**src/rtl/pi_ctl_pkg.sv**
```systemverilog
package pi_ctl_pkg;

    parameter int DATA_W  = 16;
    parameter int GAIN_W  = 16;
    parameter int SUM_W   = 24;
    parameter int OUT_W   = 16;
    parameter int SHIFT_W = 5;

    localparam int ERR_W = DATA_W + 1;
    localparam int RAW_W = SUM_W + 2;
    localparam int ACC_W = GAIN_W + SUM_W + 2;
    localparam int LIM_W = SUM_W - 1;

    typedef logic signed [DATA_W-1:0]  cur_t;
    typedef logic signed [ERR_W-1:0]   err_t;
    typedef logic signed [SUM_W-1:0]   sum_t;
    typedef logic signed [RAW_W-1:0]   raw_t;
    typedef logic signed [ACC_W-1:0]   acc_t;
    typedef logic signed [OUT_W-1:0]   out_t;
    typedef logic        [GAIN_W-1:0]  gain_t;
    typedef logic        [LIM_W-1:0]   lim_t;
    typedef logic        [SHIFT_W-1:0] shamt_t;

    typedef struct packed {
        logic vld;
        err_t err;
    } stage_t;

    function automatic sum_t clamp_sum(raw_t raw, lim_t lim);
        raw_t pos;
        raw_t neg;
        pos = raw_t'(lim);
        neg = -pos;
        if (raw > pos)
            return sum_t'(pos);
        else if (raw < neg)
            return sum_t'(neg);
        else
            return sum_t'(raw);
    endfunction

    function automatic acc_t round_shift(acc_t a, shamt_t sh);
        acc_t half;
        half = (sh == '0) ? '0 : (acc_t'(1) <<< (sh - 1'b1));
        return (a + half) >>> sh;
    endfunction

    function automatic out_t sat_out(acc_t a, out_t lo, out_t hi);
        if (a > acc_t'(hi))
            return hi;
        else if (a < acc_t'(lo))
            return lo;
        else
            return out_t'(a);
    endfunction

endpackage

```
**src/rtl/pi_err_stage.sv**
```systemverilog
module pi_err_stage
    import pi_ctl_pkg::*;
(
    input  logic   clk,
    input  logic   rst,
    input  logic   stb,
    input  cur_t   iref,
    input  cur_t   imeas,
    output stage_t s1
);

    err_t err_now;

    always_comb begin
        err_now = err_t'(iref) - err_t'(imeas);
    end

    always_ff @(posedge clk) begin
        if (rst) begin
            s1 <= '0;
        end else begin
            s1.vld <= stb;
            if (stb)
                s1.err <= err_now;
        end
    end

endmodule

```
**src/rtl/pi_integrator.sv**
```systemverilog
module pi_integrator
    import pi_ctl_pkg::*;
(
    input  logic   clk,
    input  logic   rst,
    input  stage_t s1,
    input  lim_t   lim,
    output stage_t s2,
    output sum_t   sum_q
);

    err_t prev_err;
    raw_t raw_sum;
    sum_t sum_nxt;

    always_comb begin
        raw_sum = raw_t'(sum_q) + raw_t'(s1.err) + raw_t'(prev_err);
        sum_nxt = clamp_sum(raw_sum, lim);
    end

    always_ff @(posedge clk) begin
        if (rst) begin
            s2       <= '0;
            prev_err <= '0;
            sum_q    <= '0;
        end else begin
            s2.vld <= s1.vld;
            if (s1.vld) begin
                s2.err   <= s1.err;
                prev_err <= s1.err;
                sum_q    <= sum_nxt;
            end
        end
    end

endmodule

```
**src/rtl/pi_out_stage.sv**
```systemverilog
module pi_out_stage
    import pi_ctl_pkg::*;
(
    input  logic   clk,
    input  logic   rst,
    input  stage_t s2,
    input  sum_t   sum_q,
    input  gain_t  kp,
    input  gain_t  ki,
    input  shamt_t sh,
    input  out_t   lo,
    input  out_t   hi,
    output out_t   word,
    output logic   vld
);

    acc_t p_term;
    acc_t i_term;
    acc_t scaled;
    out_t limited;

    always_comb begin
        p_term  = acc_t'(kp) * acc_t'(s2.err);
        i_term  = acc_t'(ki) * acc_t'(sum_q);
        scaled  = round_shift(p_term + i_term, sh);
        limited = sat_out(scaled, lo, hi);
    end

    always_ff @(posedge clk) begin
        if (rst) begin
            word <= '0;
            vld  <= 1'b0;
        end else begin
            vld <= s2.vld;
            if (s2.vld)
                word <= limited;
        end
    end

endmodule

```
**src/rtl/pi_current_ctrl.sv**
```systemverilog
module pi_current_ctrl
    import pi_ctl_pkg::*;
(
    input  logic                      clk,
    input  logic                      rst,
    input  logic                      smp_stb,
    input  logic signed [DATA_W-1:0]  iref_in,
    input  logic signed [DATA_W-1:0]  imeas_in,
    input  logic        [GAIN_W-1:0]  kp_gain,
    input  logic        [GAIN_W-1:0]  ki_gain,
    input  logic        [SHIFT_W-1:0] frac_shift,
    input  logic        [LIM_W-1:0]   sum_lim,
    input  logic signed [OUT_W-1:0]   out_hi_lim,
    input  logic signed [OUT_W-1:0]   out_lo_lim,
    output logic signed [OUT_W-1:0]   ctl_out,
    output logic                      ctl_vld
);

    stage_t s1;
    stage_t s2;
    sum_t   integ_sum;
    logic   sum_upd;

    assign sum_upd = s2.vld;

    pi_err_stage u_err (
        .clk   (clk),
        .rst   (rst),
        .stb   (smp_stb),
        .iref  (iref_in),
        .imeas (imeas_in),
        .s1    (s1)
    );

    pi_integrator u_int (
        .clk   (clk),
        .rst   (rst),
        .s1    (s1),
        .lim   (sum_lim),
        .s2    (s2),
        .sum_q (integ_sum)
    );

    pi_out_stage u_out (
        .clk   (clk),
        .rst   (rst),
        .s2    (s2),
        .sum_q (integ_sum),
        .kp    (kp_gain),
        .ki    (ki_gain),
        .sh    (frac_shift),
        .lo    (out_lo_lim),
        .hi    (out_hi_lim),
        .word  (ctl_out),
        .vld   (ctl_vld)
    );

endmodule

```
**config.mk**
```make
export PLATFORM = sky130hd
export DESIGN_NAME = pi_current_ctrl
export DESIGN_NICKNAME = d
export VERILOG_FILES = /design/src/rtl/pi_ctl_pkg.sv /design/src/rtl/pi_err_stage.sv /design/src/rtl/pi_integrator.sv /design/src/rtl/pi_out_stage.sv /design/src/rtl/pi_current_ctrl.sv
export SDC_FILE = /design/constraint.sdc
export NUM_CORES = 2
export LEC_CHECK = 0
export ABC_CLOCK_PERIOD_IN_PS = 38100
export CAP_MARGIN = 15
export CORE_MARGIN = 5
export CORE_UTILIZATION = 60
export CTS_BUF_LIST = sky130_fd_sc_hd__clkbuf_2
export CTS_CLUSTER_SIZE = 10
export DETAILED_ROUTE_END_ITERATION = 10
export PLACE_DENSITY = 0.83
export SYNTH_ARGS = -nofsm -noshare
export SYNTH_HDL_FRONTEND = slang
export SYNTH_SLANG_ARGS = --single-unit
```
**constraint.sdc**
```tcl
create_clock -name clk -period 38.1 [get_ports clk]
set_input_delay 7.62 -clock clk [delete_from_list [all_inputs] [get_ports clk]]
set_output_delay 7.62 -clock clk [all_outputs]
set_load 0.01 [all_outputs]
```
* Word level (Yosys, flattened, before mapping)
Index checks and enable logic that the tools add are counted.
Operators by class: add/sub/neg operators 7, multipliers 2, magnitude comparators 4, shift operators 2, muxes and demuxes 5, reduce and logical (&&, ||, !) cells 1
Operators by type and width (count):
- 42-bit adder | 2
- 24-bit 2-to-1 mux | 2
- 42-bit by 16-bit greater-than comparator with 1-bit output | 1
- 42-bit by 16-bit less-than comparator with 1-bit output | 1
- 42-bit 2-to-1 mux | 1
- 1-bit by 5-bit <<< shifter with 42-bit output (first input constant) | 1
- 42-bit by 5-bit >>> shifter with 42-bit output | 1
- 17-bit by 24-bit multiplier with 41-bit output | 1
- 17-bit by 17-bit multiplier with 34-bit output | 1
- 16-bit 2-to-1 mux | 2
- 25-bit by 17-bit adder with 26-bit output | 1
- 26-bit by 24-bit greater-than comparator with 1-bit output | 1
- 26-bit less-than comparator | 1
- 23-bit negation with 26-bit output | 1
- 24-bit by 17-bit adder with 25-bit output | 1
- 16-bit by 16-bit subtractor with 17-bit output | 1
- 5-bit logical NOT | 1
- 5-bit by 1-bit subtractor with 5-bit output (second input constant) | 1
Word-level totals: bits in registers 77, input port bits 127, output and inout bits 17, logic and storage cells 28

* Logic depth before layout (Yosys ltp)
depth after elaboration 8, depth in mapped cells 57, mapped depth without buffers 54

* By module
Synthesis repeated with hierarchy kept, for this count alone.
Unflattened totals: cell total of the unflattened synthesis 4414, area total of the unflattened synthesis 38750.9 µm²
By module, submodules not included:
- pi_out_stage | times used 1, cells an instance 3626, area each 32073.3 µm², sequential area each 340.3 µm²
- pi_integrator | times used 1, cells an instance 605, area each 5207.5 µm², sequential area each 840.8 µm²
- pi_err_stage | times used 1, cells an instance 183, area each 1470.2 µm², sequential area each 360.3 µm²

* Worst setup path after synthesis
OpenSTA, ideal clock, no wires.
path type input port to flip-flop, from input kp_gain[10], to register u_out.word[5], library setup time 87 ps, arrival 19684 ps, required time 38013 ps, setup slack 18329 ps, cell stages on the path 52, buffers on the path 3, cells stage by stage clkbuf_1 > nand2_1 > fa_1 > fa_1 > inv_1 > fa_1 > inv_1 > fa_1 > inv_1 > fa_1 > fa_1 > ha_1 > and4_1 > a21oi_1 > o211ai_1 > o21ai_0 > o221ai_1 > o41a_1 > [16 not listed] > and3_1 > o31ai_1 > a2111oi_0 > nor4_1 > mux2i_1 > ha_1 > a21o_1 > a21o_1 > a21o_1 > a21o_1 > a211oi_1 > o21ai_0 > a2111oi_0 > mux2i_1 > nor3_1 > clkbuf_1 > a22oi_1 > o31ai_1
Between the ends: longest elaborated chain between the ends 7, elaborated cells between the ends (all ways) 8, those cells by class add/sub (2); mul (1); order compare (2); shift (1); mux (2)
RTL lines:
- start, declared | RTL line pi_current_ctrl.sv:9 | input logic [GAIN_W-1:0] kp_gain,
- 17-bit by 17-bit multiplier with 34-bit output (*) | RTL line pi_out_stage.sv:23 | p_term = acc_t'(kp) * acc_t'(s2.err);
- 42-bit adder (*) | RTL line pi_out_stage.sv:25 | scaled = round_shift(p_term + i_term, sh);
- 42-bit adder (*) | RTL line pi_ctl_pkg.sv:45 | return (a + half) >>> sh;
- 42-bit by 5-bit >>> shifter with 42-bit output (*) | RTL line pi_ctl_pkg.sv:45
- 42-bit by 16-bit less-than comparator with 1-bit output | RTL line pi_ctl_pkg.sv:51 | else if (a < acc_t'(lo))
- 16-bit 2-to-1 mux | RTL line pi_ctl_pkg.sv:51
- 16-bit 2-to-1 mux (*) | RTL line pi_ctl_pkg.sv:49 | if (a > acc_t'(hi))
- end signal, assigned | RTL line pi_out_stage.sv:36 | word <= limited;
- end, declared | RTL line pi_out_stage.sv:13 | output out_t word,
Every way passes the cells marked *; elsewhere a longest branch is shown, timed or not. A chain may end at the register's enable or synchronous reset.

* Worst setup path in the final report
from input kp_gain[10], to register u_out.word[4]
The elaborated chain is that of the path after synthesis.

==> results.yml <==
route:
  wl_per_cell_um: 20.0
  via_per_inst: 6.09
  drc: 0
  wl_mm: 111
  drtIter0Drc: 3295
  postRouteAntennaNets: 0
  via_count: 33700
  firstDrtPassIters: 6
logic_synthesis:
  netlist.area_leader.share_pct: 32.8
  ys_warn_count: 0
  yosys.cell_count.top_type: "inv_1"
  synth_ff_type: "dfxtp_1"
  synth_cells: 4669
  synth_edf_count: 0
  yosys.area.top_type: "fa_1"
  synthTopCellsByCount: "inv_1 (751), fa_1 (645), ha_1 (450)"
  synth_area_leaders: "fa_1 (33%), ha_1 (14%), inv_1 (7.2%)"
  ys_seq_area_share_pct: 3.92
  synth_cell_types: 112
  synth_nets: 5891
  avgSynthCellArea_um2: 8.42
  ys_async_sr_fraction_pct: 0
  ys_ff_latch: 77
  netlist_area_mm2: 0.0393
clock_network:
  cts.path.max_buffers: 2
  cts_resized: 0
  cts.sinks: 77
  clkLatencyLatePin_ns: 0.79
  htree_levels: 3
  numCtsBuffers: 9
  post_cts_buffers: 0
  cts_root_buf: "clkbuf_2"
  cts_hold_buf: 0
  path_clk_slew_ns: 0.32
  cts_tree: "yes"
critical_path:
  r2r_cells: 50
  end_kind: "flip-flop"
  cp.arrival_ns: 22.61
  critical_path_class: "primary input to flip-flop"
  cpMostUsedCell: "fa_1"
  r2r_start: "u_int.s2[2]$_SDFFE_PP0P_"
  setup.worst_path.start: "kp_gain[10]"
  r2r_end: "u_out.word[4]$_SDFFE_PP0P_"
  path_max_fanout: 17
  start_kind: "primary input"
  slowest_stage: "nor3_2"
  cp.required_ns: 38.85
  slowest_delay_ns: 0.93
  r2r_setup_slack_ns: 22.99
die:
  initial_core_util_pct: 60.8
  rows: 93
  core-area_mm2: 0.0647
  die_area_mm2: 0.0708
  ios: 144
  die_w_um: 266
  die-height_um: 266
worst_hold_path:
  hold_path_startpoint: "u_err.s1[13]$_SDFFE_PP0P_"
  hold-path-endpoint: "u_err.s1[13]$_SDFFE_PP0P_"
  min_path_cells: 2
  hold_path_class: "flip-flop to flip-flop"
timing:
  hold_viol: 0
  fin_setup_tns_ns: 0
  timing.fmax_mhz: 45.7
  report.final.slew_viol_count: 0
  timing.final.crit_share_pct: 57.4
  final.setup_skew_ns: 0.0535
  rsz0062_at_grt: "no"
  final-setup-viol-count: 0
  period_needed_ns: 21.86
  timing.slew.headroom_pct: 18.9
  tightest_slew_ns: 1.21
grt:
  grt_pass1_vias: 34600
  grt_max_degree: 66
  overflow: 0
  grt_pass1_wl_mm: 181
  grt_antenna_before_repair: 4
  grt_usage_pct: 31.3
layout:
  area_growth_pct: 5.22
  layout-drive-gt1-share_pct: 3.30
  nets: 5883
run:
  maxCapViolations: 0
run_status:
  outcome: "finished, final reports clean"
placed_design:
  port-buffer-count: 143
  place_hpwl_mm: 90.2
  place_congestion: 0.995
-- layer usage --
metal  part of all wire, %  up-vias  GRT usage, %  wire [um]
met1                    40    16400          41.6      44600
met4                   4.3        4          12.0       4740
met2                    46     1571          50.9      51100
li1                      -    15400             -          -
met5                 0.031        -             0         34
met3                   9.0      296          6.09      10000
-- stage by stage --
step | cells | area (um^2) | hold WS (ns) | util (%) | worst slack, ns
after floorplan | 4669 | 39300 | 0.468 | - | 18.33
after global placement | 5504 | 41200 | 0.483 | 63.7 | 15.96
after detailed placement | 5504 | 41200 | 0.485 | 63.7 | 15.67
after CTS | 5520 | 41400 | 0.533 | 63.9 | 16.47
after global routing | 5523 | 41400 | 0.560 | 63.9 | 15.24
final | 5524 | 41400 | 0.536 | 64.0 | 16.24
-- how the worst max path moves through the flow --
stage	end	slack, ns	depth (start not counted)
final	u_out.word[4]$_SDFFE_PP0P_	16.24	51
after global placement	u_out.word[14]$_SDFFE_PP0P_	15.96	50
after CTS	u_out.word[14]$_SDFFE_PP0P_	16.47	51
after floorplan	u_out.word[5]$_SDFFE_PP0P_	18.33	52
after detailed placement	u_out.word[14]$_SDFFE_PP0P_	15.67	51
after global routing	u_out.word[8]$_SDFFE_PP0P_	15.24	51
-- flip-flops by register name, summed over array words and instances (netlist names) --
name / cells
u_int.sum_q: 24
u_err.s1: 18
u_int.s2: 18
u_out.word: 16
u_out.vld: 1
-- area by class of cell --
type                            count  area [um^2]
Multi-Input combinational cell   3643        34100
Fill cell                        5428        23300
Inverter                          753         2830
Timing Repair Buffer              177         1660
Sequential cell                    77         1540
Tap cell                          855         1070
Clock inverter                      7         76.3
Clock buffer                        9         45.0
Antenna cell                        3         7.51
-- worst max-delay path, delay by kind of cell --
kind	cells	cell delay, ns
xor gates and xnor gates	2	0.87
muxes	2	0.45
adders and majority gates	10	4.53
and+or+nand+nor	8	2.27
AOI/OAI and AO/OA	24	5.57
buffers and inverters	5	1.28
-- layout by cell type (no fill, tap or decap), types with 21 or more instances in the layout --
cell type        count
nor2_1             253
o21ai_0            148
nand4_1             43
nand2_1            410
o21bai_1            24
nor3_1              78
nor2b_1             34
xor2_1              30
a211oi_1            44
fa_1               645
and2_1             437
a22oi_1             21
ha_1               450
a21o_1              83
dfxtp_1             76
nand3_1             75
nand2b_1            24
buf_4               34
o21a_1              35
a21oi_1            193
mux2i_1             59
inv_1              751
clkdlybuf4s50_1    138
o211ai_1            28
a31oi_1             33
xnor2_1            109
-- cell families (layout without fill, tap and decap cells) --
kind of cell | after synthesis | in the layout | synth area share [%]
AO/OA/AOI/OAI | 855 | 855 | 15.0
XOR/XNOR | 140 | 140 | 3.17
adder cells (fa/ha/maj) | 1095 | 1095 | 47.2
buffers and inverters | 949 | 946 | 9.27
flip-flops | 77 | 77 | 3.92
multiplexers | 85 | 85 | 2.62
other | 1 | 4 | 0.00954
AND/OR/NAND/NOR | 1467 | 1467 | 18.9
Power is not shown: default switching activity piles up to over one toggle a cycle in this logic, so the estimate is an artifact.
